File: src/rtl/jtag_tap_pkg.sv
package jtag_tap_pkg;
  localparam int IR_W = 5;
  localparam int ID_W = 32;

  localparam logic [IR_W-1:0] OP_EXTEST  = 5'b00000;
  localparam logic [IR_W-1:0] OP_IDCODE  = 5'b00001;
  localparam logic [IR_W-1:0] OP_SAMPLE  = 5'b00010;
  localparam logic [IR_W-1:0] OP_BYPASS  = 5'b11111;
  localparam logic [IR_W-1:0] IR_CAPTURE = 5'b00001;

  typedef enum logic [3:0] {
    ST_TLR, ST_RTI, ST_SDRS, ST_CDR, ST_SDR, ST_E1DR, ST_PDR, ST_E2DR,
    ST_UDR, ST_SIRS, ST_CIR, ST_SIR, ST_E1IR, ST_PIR, ST_E2IR, ST_UIR
  } tap_state_e;

  typedef enum logic [1:0] {PATH_BYPASS, PATH_IDCODE, PATH_BOUNDARY} dr_path_e;

  function automatic tap_state_e tap_next(input tap_state_e s, input logic m);
    case (s)
      ST_TLR:  return m ? ST_TLR  : ST_RTI;
      ST_RTI:  return m ? ST_SDRS : ST_RTI;
      ST_SDRS: return m ? ST_SIRS : ST_CDR;
      ST_CDR:  return m ? ST_E1DR : ST_SDR;
      ST_SDR:  return m ? ST_E1DR : ST_SDR;
      ST_E1DR: return m ? ST_UDR  : ST_PDR;
      ST_PDR:  return m ? ST_E2DR : ST_PDR;
      ST_E2DR: return m ? ST_UDR  : ST_SDR;
      ST_UDR:  return m ? ST_SDRS : ST_RTI;
      ST_SIRS: return m ? ST_TLR  : ST_CIR;
      ST_CIR:  return m ? ST_E1IR : ST_SIR;
      ST_SIR:  return m ? ST_E1IR : ST_SIR;
      ST_E1IR: return m ? ST_UIR  : ST_PIR;
      ST_PIR:  return m ? ST_E2IR : ST_PIR;
      ST_E2IR: return m ? ST_UIR  : ST_SIR;
      ST_UIR:  return m ? ST_SDRS : ST_RTI;
      default: return ST_TLR;
    endcase
  endfunction

  // Unlisted opcodes fall through to the pass-through register.
  function automatic dr_path_e decode_path(input logic [IR_W-1:0] op);
    case (op)
      OP_EXTEST, OP_SAMPLE: return PATH_BOUNDARY;
      OP_IDCODE:            return PATH_IDCODE;
      default:              return PATH_BYPASS;
    endcase
  endfunction

  function automatic logic [ID_W-1:0] make_id(input logic [3:0] ver,
                                              input logic [15:0] part,
                                              input logic [10:0] mfr);
    return {ver, part, mfr, 1'b1};
  endfunction
endpackage

File: src/rtl/jtag_tap_fsm.sv
module jtag_tap_fsm
  import jtag_tap_pkg::*;
(
  input  logic       tck,
  input  logic       trst_n,
  input  logic       tms,
  output tap_state_e st,
  output logic       ev_cap_ir,
  output logic       ev_sh_ir,
  output logic       ev_upd_ir,
  output logic       ev_cap_dr,
  output logic       ev_sh_dr,
  output logic       ev_upd_dr,
  output logic       ev_enter_tlr
);
  tap_state_e st_nxt;

  always_comb st_nxt = tap_next(st, tms);

  always_ff @(posedge tck or negedge trst_n) begin
    if (!trst_n) st <= ST_TLR;
    else         st <= st_nxt;
  end

  assign ev_cap_ir    = (st == ST_CIR);
  assign ev_sh_ir     = (st == ST_SIR);
  assign ev_upd_ir    = (st == ST_UIR);
  assign ev_cap_dr    = (st == ST_CDR);
  assign ev_sh_dr     = (st == ST_SDR);
  assign ev_upd_dr    = (st == ST_UDR);
  assign ev_enter_tlr = (st_nxt == ST_TLR);
endmodule

File: src/rtl/jtag_tap_ir.sv
module jtag_tap_ir
  import jtag_tap_pkg::*;
(
  input  logic            tck,
  input  logic            trst_n,
  input  logic            tdi,
  input  logic            cap,
  input  logic            sh,
  input  logic            upd,
  input  logic            clr,
  output logic            ir_so,
  output logic [IR_W-1:0] ir_q
);
  logic [IR_W-1:0] ir_sr;

  always_ff @(posedge tck or negedge trst_n) begin
    if (!trst_n)  ir_sr <= IR_CAPTURE;
    else if (cap) ir_sr <= IR_CAPTURE;
    else if (sh)  ir_sr <= {tdi, ir_sr[IR_W-1:1]};
  end

  // Shadow register: moves only on leaving Update-IR, or on reaching reset.
  always_ff @(posedge tck or negedge trst_n) begin
    if (!trst_n)  ir_q <= OP_IDCODE;
    else if (clr) ir_q <= OP_IDCODE;
    else if (upd) ir_q <= ir_sr;
  end

  assign ir_so = ir_sr[0];
endmodule

File: src/rtl/jtag_tap_dr.sv
module jtag_tap_dr
  import jtag_tap_pkg::*;
#(
  parameter logic [ID_W-1:0] ID_VALUE = 32'h0000_0001
) (
  input  logic     tck,
  input  logic     trst_n,
  input  logic     tdi,
  input  dr_path_e path,
  input  logic     cap,
  input  logic     sh,
  output logic     byp_so,
  output logic     id_so
);
  logic            byp_q;
  logic [ID_W-1:0] id_sr;
  logic            byp_act;
  logic            id_act;

  assign byp_act = (path == PATH_BYPASS);
  assign id_act  = (path == PATH_IDCODE);

  always_ff @(posedge tck or negedge trst_n) begin
    if (!trst_n)            byp_q <= 1'b0;
    else if (byp_act & cap) byp_q <= 1'b0;
    else if (byp_act & sh)  byp_q <= tdi;
  end

  always_ff @(posedge tck or negedge trst_n) begin
    if (!trst_n)           id_sr <= ID_VALUE;
    else if (id_act & cap) id_sr <= ID_VALUE;
    else if (id_act & sh)  id_sr <= {tdi, id_sr[ID_W-1:1]};
  end

  assign byp_so = byp_q;
  assign id_so  = id_sr[0];
endmodule

File: src/rtl/jtag_tap_core.sv
module jtag_tap_core
  import jtag_tap_pkg::*;
#(
  parameter logic [3:0]  ID_VERSION = 4'h0,
  parameter logic [15:0] ID_PART    = 16'h4A21,
  parameter logic [10:0] ID_MFR     = 11'b00000100000
) (
  input  logic            tck,
  input  logic            trst_n,
  input  logic            tms,
  input  logic            tdi,
  output logic            tdo,
  output logic            tdo_en,
  output logic [IR_W-1:0] ir_out,
  input  logic            bsr_tdo,
  output logic            bsr_capture,
  output logic            bsr_shift,
  output logic            bsr_update,
  output logic            extest_mode
);
  localparam logic [ID_W-1:0] ID_WORD = make_id(ID_VERSION, ID_PART, ID_MFR);

  tap_state_e st;
  logic ev_cap_ir, ev_sh_ir, ev_upd_ir, ev_cap_dr, ev_sh_dr, ev_upd_dr, ev_enter_tlr;
  logic ir_so, byp_so, id_so, ser_out;
  dr_path_e path;

  jtag_tap_fsm u_fsm (
    .tck(tck), .trst_n(trst_n), .tms(tms), .st(st),
    .ev_cap_ir(ev_cap_ir), .ev_sh_ir(ev_sh_ir), .ev_upd_ir(ev_upd_ir),
    .ev_cap_dr(ev_cap_dr), .ev_sh_dr(ev_sh_dr), .ev_upd_dr(ev_upd_dr),
    .ev_enter_tlr(ev_enter_tlr)
  );

  jtag_tap_ir u_ir (
    .tck(tck), .trst_n(trst_n), .tdi(tdi),
    .cap(ev_cap_ir), .sh(ev_sh_ir), .upd(ev_upd_ir), .clr(ev_enter_tlr),
    .ir_so(ir_so), .ir_q(ir_out)
  );

  assign path = decode_path(ir_out);

  jtag_tap_dr #(.ID_VALUE(ID_WORD)) u_dr (
    .tck(tck), .trst_n(trst_n), .tdi(tdi), .path(path),
    .cap(ev_cap_dr), .sh(ev_sh_dr), .byp_so(byp_so), .id_so(id_so)
  );

  assign bsr_capture = ev_cap_dr & (path == PATH_BOUNDARY);
  assign bsr_shift   = ev_sh_dr  & (path == PATH_BOUNDARY);
  assign bsr_update  = ev_upd_dr & (path == PATH_BOUNDARY);
  assign extest_mode = (ir_out == OP_EXTEST);

  always_comb begin
    if (ev_sh_ir) ser_out = ir_so;
    else begin
      case (path)
        PATH_IDCODE:   ser_out = id_so;
        PATH_BOUNDARY: ser_out = bsr_tdo;
        default:       ser_out = byp_so;
      endcase
    end
  end

  // Output stage retimed to the falling edge.
  always_ff @(negedge tck or negedge trst_n) begin
    if (!trst_n) begin
      tdo    <= 1'b0;
      tdo_en <= 1'b0;
    end else begin
      tdo    <= ser_out;
      tdo_en <= ev_sh_ir | ev_sh_dr;
    end
  end
endmodule

File: config.mk
export PLATFORM = sky130hd
export DESIGN_NAME = jtag_tap_core
export DESIGN_NICKNAME = d
export VERILOG_FILES = /design/src/rtl/jtag_tap_pkg.sv /design/src/rtl/jtag_tap_fsm.sv /design/src/rtl/jtag_tap_ir.sv /design/src/rtl/jtag_tap_dr.sv /design/src/rtl/jtag_tap_core.sv
export SDC_FILE = /design/constraint.sdc
export NUM_CORES = 1
export LEC_CHECK = 0
export ABC_CLOCK_PERIOD_IN_PS = 2400
export BUFFER_PORTS_ARGS = -buffer_cell sky130_fd_sc_hd__buf_2
export CORE_MARGIN = 2
export CORE_UTILIZATION = 35
export CTS_BUF_LIST = sky130_fd_sc_hd__clkbuf_8
export DETAILED_ROUTE_END_ITERATION = 12
export HOLD_SLACK_MARGIN = 0.1
export PLACE_DENSITY_LB_ADDON = 0.12
export SYNTH_ARGS = -nofsm -noshare
export SYNTH_HDL_FRONTEND = slang
export SYNTH_SLANG_ARGS = --single-unit
File: constraint.sdc
create_clock -name tck -period 2.4 [get_ports tck]
set_clock_uncertainty 0.15 [all_clocks]
set_input_delay 0.24 -clock tck [delete_from_list [all_inputs] [get_ports tck]]
set_output_delay 0.24 -clock tck [all_outputs]
set_load 0.1 [all_outputs]
**Word level (Yosys, flattened, before mapping)**

Cells that the tools add are included.

- Eq/ne operators: 19
- Bitwise operators: 8
- Reduce and logical (&&, ||, !) cells: 12
- Mux-type cells: 24

Operator list:

| cell | count |
|---|---|
| 2-to-1 mux 32 bit | 2 |
| one-hot mux 4 bit (12 select lines) | 1 |
| equality test 4 bit (second input constant) | 8 |
| 2-to-1 mux 5 bit | 4 |
| equality test 4 x 3 -> 1 bit (second input constant) | 4 |
| 2-to-1 mux 4 bit | 4 |
| equality test 4 x 2 -> 1 bit (second input constant) | 2 |
| zero test 4 bit | 2 |
| nonzero test 2 bit | 4 |
| bitwise AND 1 bit | 7 |
| 2-to-1 mux 1 bit | 6 |
| 2-to-1 mux 2 bit | 3 |
| 2-to-1 mux 3 bit | 2 |
| OR reduction 2 bit | 3 |
| equality test 5 x 1 -> 1 bit (second input constant) | 1 |
| equality test 5 x 2 -> 1 bit (second input constant) | 1 |
| zero test 5 bit | 1 |
| equality test 4 x 1 -> 1 bit (second input constant) | 1 |
| one-hot mux 2 bit (2 select lines) | 1 |
| OR reduction 3 bit | 1 |
| equality test 2 x 1 -> 1 bit (second input constant) | 1 |
| equality test 2 bit (second input constant) | 1 |
| zero test 2 bit | 1 |
| one-hot mux 1 bit (2 select lines) | 1 |
| OR 1 bit | 1 |

- Output and inout bits: 11
- Flip-flop bits (word level): 49
- Bits of input ports: 5
- Logic and storage cells: 70

**Longest topological paths before layout**

Gate-level depths: netlist of run 1.

- Depth in word-level cells: 7
- Depth in mapped cells: 8
- Mapped depth without buffers: 7

**Hierarchy**

Synthesis of run 1 repeated with hierarchy kept, for this count alone.

- Cells, all modules: 181
- Area total of the unflattened synthesis: 2242.2 um2

By module, submodules not included:

| module | cells each | instances | area each (um2) |
|---|---|---|---|
| jtag_tap_dr | 81 | 1 | 1246.2 |
| jtag_tap_ir | 32 | 1 | 420.4 |
| jtag_tap_fsm | 46 | 1 | 371.6 |
| jtag_tap_core | 22 | 1 | 203.9 |

==> impl_metrics.json, run 1 <==
{
  "status": "finished with violations",
  "failed_checks": "setup timing",
  "ant_nets": 0,
  "cts-root-buf": "clkbuf_8",
  "yosysSeqAreaShare": 0.561,
  "die_area_mm2": 0.00696,
  "path_max_fanout": 3,
  "drt_pass1_iterations": 5,
  "synth_cell_types": 44,
  "multi_input_area_um2": 877,
  "area_growth_pct": 21.4,
  "wirelength_mm": 4.88,
  "grt_pass1_vias": 1620,
  "synth_warnings": 0,
  "wl_per_cell_um": 16.7,
  "n_antenna_cell": 0,
  "design_area_mm2": 0.00268,
  "power.total_w": 0.00404,
  "grt_max_degree": 26,
  "power_density_mw_per_mm2": 1510,
  "boundaryPins": 16,
  "grt_pass1_wl_mm": 8.00,
  "drt-initial-drc-count": 33,
  "syn_area_mm2": 0.00221,
  "clk_pin_slew_worst_paths_ns": 0.08,
  "maxCapViolations": 0,
  "vdd_drop_max_mv": 0.691,
  "portBuffers": 15,
  "finish.utilization": 0.447,
  "vias": 1563,
  "hp-start": "tms",
  "syn_avg_cell_area_um2": 12.1,
  "h-tree-depth": 2,
  "synth-seq-cells": 49,
  "hp-class": "in -> reg",
  "synth_nets": 191,
  "drc_errors": 0,
  "gr-total-overflow": 0,
  "worst_pin_slew_ns": 0.491,
  "crit_path_end_kind": "flop",
  "slew_violations": 0,
  "cts_sinks": 49,
  "power_leakage_nw": 1.26,
  "antenna_found_initial": 0,
  "dpl_cell_area_mm2": 0.00248,
  "dp.cells": 278,
  "seqCellArea_mm2": 0.00125,
  "cp.required_ns": 1.20,
  "die_w_um": 83.4,
  "cts_buffer_depth": 2,
  "core_mm2": 0.00599,
  "synth-edff-count": 0,
  "place_congestion": 0.771,
  "fill_cells": 554,
  "holdPathEnd": "u_fsm.st[2]",
  "start_util": 0.368,
  "die-height_um": 83.4,
  "hold_path_depth": 3,
  "cts_tree": "done",
  "vias_per_cell": 5.33,
  "relSlewSlack": 0.675,
  "crit_type": "reg -> reg",
  "fin_nets": 225,
  "fin_cells": 293,
  "netlist_instances": 183,
  "timing.rr.start": "u_ir.ir_q[4]",
  "cts_buffers": 5,
  "layout-drive-gt1-share": 0.390,
  "arrival_ns": 1.84,
  "synthArstFlopShare": 1.00,
  "critPathLaunchType": "flop",
  "track_usage": 0.144,
  "reg2reg_to": "tdo",
  "report.final.hold_viol_count": 0,
  "setup_slack_ns": -0.641,
  "clock_latency_ns": 0.30,
  "num_rows": 28,
  "reg2reg_slack_ns": -0.64,
  "rr_worst_depth": 6,
  "synthFlopType": "dfrtp_1",
  "dp_hpwl_mm": 3.25,
  "setup_viol": 3,
  "rsz0062_at_grt": "yes"
}
cells by family after synthesis:
group | count (synthesis) | share of synthesized area
muxes | 5 | 0.0232
xor gates and xnor gates | 1 | 0.00397
buffers and inverters | 20 | 0.0618
DFF | 49 | 0.561
AOI/OAI and AO/OA | 58 | 0.213
and+or+nand+nor | 47 | 0.121
adders and majority gates | 3 | 0.0170
metrics by stage:
step / worst slack (ns) / hold slack [ns] / setup TNS (ns)
floorplan: -0.786 / -0.206 / -1.36
detailed placement: -0.689 / -0.0272 / -0.689
CTS: -0.652 / 0.113 / -0.936
global route: -0.763 / 0.141 / -1.13
finish: -0.641 / 0.129 / -0.898
global placement: -0.618 / -0.0284 / -0.618
routing by layer:
| metal | part of all wire | track usage |
|---|---|---|
| met5 | 0 | 0 |
| met4 | 0.015 | 0.0528 |
| met3 | 0.031 | 0.0318 |
| met2 | 0.51 | 0.248 |
| met1 | 0.45 | 0.176 |
power breakdown:
group / internal [W] / total [W] / leakage [nW] / switching [W]
sequential: 0.00119 / 0.00139 / 0.627 / 0.000203
combinational: 0.000928 / 0.00218 / 0.584 / 0.00125
clock: 0.000204 / 0.000474 / 0.0497 / 0.000270
sequential cells by signal (all words and copies together) (netlist names):
name and cells:
u_ir.ir_sr 5, tdo 1, u_fsm.st 4, u_dr.byp_so 1, tdo_en 1, u_dr.id_sr 32
u_ir.ir_q 5
synth_stat cells (all sizes together) (2+ instances only):
| cell type | number | area, um2 |
|---|---|---|
| a22o | 25 | 239 |
| nand3b | 2 | 15.0 |
| and2 | 4 | 25.0 |
| dfstp | 9 | 236 |
| dfrtp | 38 | 951 |
| nor2 | 9 | 33.8 |
| nor2b | 3 | 18.8 |
| o21ai | 11 | 55.1 |
| inv | 7 | 26.3 |
| ha | 3 | 37.5 |
| a211oi | 3 | 27.5 |
| buf | 10 | 98.8 |
| nor3 | 3 | 15.0 |
| dfrtn | 2 | 50.1 |
| clkbuf | 3 | 11.3 |
| mux2i | 4 | 40.0 |
| nand3 | 2 | 10.0 |
| and3b | 2 | 17.5 |
| nor3b | 2 | 15.0 |
| nand2 | 13 | 48.8 |
| o22a | 7 | 61.3 |
| a21oi | 4 | 20.0 |
area by class of cell:
cell class,count,share of cell area
Sequential cell,49,0.468
Multi-Input combinational cell,114,0.327
Timing Repair Buffer,40,0.128
Tap cell,75,0.0350
Clock buffer,5,0.0257
Inverter,7,0.00980
Clock inverter,3,0.00654
cells in the final DEF (no fill, tap or decap), types with 8 or more instances in the layout:
cell	n
o21ai_0	9
a22o_1	9
nand2_1	13
dfstp_2	8
buf_2	9
buf_4	19
a22o_2	16
inv_1	8
nor2_1	9
dfrtp_1	34
what timing repair did:
item,in CTS,in global routing
gates cloned,0,2
buffers inserted,3,0
hold endpoints to repair,39,1
hold buffers,1,1
setup endpoints to repair,5,40
pin swaps,2,3
resized for setup,4,15
how the worst max path moves through the flow:
stage	start	to	slack [ns]	cells past startpoint
3_5_place_dp	u_ir.ir_q[2]	tdo	-0.69	6
5_1_grt	u_ir.ir_q[2]	tdo	-0.76	6
4_1_cts	u_ir.ir_q[4]	tdo	-0.65	6
6_report	u_ir.ir_q[4]	tdo	-0.64	6
2_1_floorplan	u_ir.ir_q[2]	tdo	-0.79	6
3_3_place_gp	u_ir.ir_q[2]	tdo	-0.62	6
worst max-delay path, stage by stage (launching register included):
cell      delay (ns)
dfrtp_4         0.51
nor3_2          0.17
nand3b_1        0.12
ha_1            0.25
a22oi_2         0.16
o21ai_1         0.07
mux2_4          0.25
Power figures use the tool's default switching activity.
==> run 2: changes to the inputs <==
--- a/config.mk
+++ b/config.mk
@@ -7,12 +7,16 @@
 export LEC_CHECK = 0
 export ABC_CLOCK_PERIOD_IN_PS = 2400
 export BUFFER_PORTS_ARGS = -buffer_cell sky130_fd_sc_hd__buf_2
+export CELL_PAD_IN_SITES_DETAIL_PLACEMENT = 1
+export CELL_PAD_IN_SITES_GLOBAL_PLACEMENT = 2
 export CORE_MARGIN = 2
 export CORE_UTILIZATION = 35
 export CTS_BUF_LIST = sky130_fd_sc_hd__clkbuf_8
 export DETAILED_ROUTE_END_ITERATION = 12
 export HOLD_SLACK_MARGIN = 0.1
 export PLACE_DENSITY_LB_ADDON = 0.12
+export RECOVER_POWER = 100
+export SKIP_CTS_REPAIR_TIMING = 1
 export SYNTH_ARGS = -nofsm -noshare
 export SYNTH_HDL_FRONTEND = slang
 export SYNTH_SLANG_ARGS = --single-unit
==> impl_metrics.json, run 2 (same netlist as run 1, synthesis figures left out) <==
{
  "status": "finished with violations",
  "failed_checks": "setup timing",
  "die_area_mm2": 0.00696,
  "timing.rr.start": "u_ir.ir_q[4]",
  "cp.required_ns": 1.20,
  "multi_input_area_um2": 906,
  "reg_top3": "u_dr.id_sr (32), u_ir.ir_q (5), u_ir.ir_sr (5)",
  "critical_path.startpoint": "u_ir.ir_q[4]",
  "power_leakage_nw": 1.22,
  "final_common_cell": "dfrtp_1",
  "seqPwrFrac": 0.347,
  "drc_errors": 0,
  "final_cell_mix": "dfrtp_1 (34), buf_4 (17), a22o_2 (16)",
  "antenna_found_initial": 0,
  "portBuffers": 15,
  "p_int_w": 0.00228,
  "pwr-share-comb": 0.534,
  "cts_buffer_depth": 2,
  "grt_pass1_wl_mm": 8.20,
  "die-height_um": 83.4,
  "arrival_ns": 1.87,
  "ant_nets": 0,
  "crit_path_end_kind": "flop",
  "vias_per_cell": 5.26,
  "wl_per_cell_um": 17.1,
  "track_usage": 0.147,
  "cts_buffers": 5,
  "hp-start": "tms",
  "place_congestion": 0.835,
  "p_sw_frac": 0.433,
  "grt_pass1_vias": 1678,
  "setup_viol": 5,
  "hp-class": "in -> reg",
  "vdd_drop_max_mv": 0.655,
  "pwr-share-clk": 0.118,
  "holdPathEnd": "u_fsm.st[2]",
  "drt_pass1_iterations": 4,
  "clock_latency_ns": 0.30,
  "h-tree-depth": 2,
  "boundaryPins": 16,
  "layout-drive-gt1-share": 0.370,
  "grt_max_degree": 33,
  "cts_sinks": 49,
  "critPathLaunchType": "flop",
  "reg2reg_slack_ns": -0.67,
  "die_w_um": 83.4,
  "largest_reg_flops": 32,
  "cts_tree": "done",
  "seqCellArea_mm2": 0.00125,
  "clk_pin_slew_worst_paths_ns": 0.09,
  "report.final.hold_viol_count": 0,
  "hold_path_depth": 3,
  "gr-total-overflow": 0,
  "start_util": 0.368,
  "n_antenna_cell": 0,
  "dp_hpwl_mm": 3.47,
  "num_rows": 28,
  "core_mm2": 0.00599,
  "worst_pin_slew_ns": 1.17,
  "power.total_w": 0.00402,
  "maxCapViolations": 0,
  "rr_worst_depth": 6,
  "cts-root-buf": "clkbuf_8",
  "rsz0062_at_grt": "yes",
  "finish.utilization": 0.448,
  "area_growth_pct": 21.7,
  "drt-initial-drc-count": 46,
  "relSlewSlack": 0.221,
  "power_density_mw_per_mm2": 1500,
  "crit_type": "reg -> reg",
  "p_switching_w": 0.00174,
  "reg2reg_to": "tdo",
  "vias": 1532,
  "path_max_fanout": 3,
  "setup_slack_ns": -0.666,
  "fin_nets": 223,
  "slew_violations": 0,
  "wirelength_mm": 4.98,
  "fill_cells": 650,
  "largest_register": "u_dr.id_sr"
}
-- run 2: cell count changes in the layout (fill, tap and decap cells not counted), sizes merged --
cell | previous run | this run
inv | 9 | 8
clkbuf | 6 | 15
buf | 37 | 26
clkinv | 1 | 0
clkinvlp | 0 | 2
-- run 2: power by group through the flow --
stage / Sequential, W / Clock [W] / Combinational [W]
5_1_grt: 0.00144 / 0.000536 / 0.00234
2_1_floorplan: 0.00167 / 0 / 0.00117
3_3_place_gp: 0.00139 / 0 / 0.00190
6_report: 0.00140 / 0.000477 / 0.00215
4_1_cts: 0.00139 / 0.000494 / 0.00198
3_5_place_dp: 0.00141 / 0 / 0.00198
-- run 2: metal layers --
layer  global-route usage  vias to the layer above  share of wire
met2                0.249                       17           0.51
met3               0.0398                        8          0.027
met1                0.181                      782           0.45
met5                    0                        -              0
met4               0.0528                        0          0.017
li1                     -                      725              -
-- run 2: cell type report --
cell class	instances	area share
Tap cell	75	0.0349
Inverter	7	0.00979
Timing Repair Buffer	38	0.118
Multi-Input combinational cell	114	0.337
Sequential cell	49	0.467
Clock inverter	3	0.00699
Clock buffer	5	0.0256
-- run 2: worst max-delay path by stage --
| stage | slack [ns] | end |
|---|---|---|
| floorplan | -0.79 | tdo |
| global placement | -0.63 | tdo |
| detailed placement | -0.72 | tdo |
| CTS | -0.73 | tdo |
| global route | -0.74 | tdo |
| finish | -0.67 | tdo |
-- run 2: metrics by stage --
step                      hold slack, ns  cells  area [um2]  setup WS (ns)  TNS, ns
after global placement             0.158    279        2490         -0.631   -0.631
after detailed placement           0.169    279        2490         -0.719    -2.93
final                              0.129    291        2690         -0.666    -1.22
after global routing               0.132    291        2690         -0.745    -2.37
after floorplan                   -0.206    183        2250         -0.786    -1.36
after CTS                         -0.163    287        2580         -0.731    -3.67
-- run 2: critical path, stage by stage (launching register included) --
cell and delay [ns]:
dfrtp_4 0.52, nor4_4 0.32, buf_4 0.17, ha_4 0.20
nand2_1 0.05, o21ai_1 0.06, mux2_4 0.25
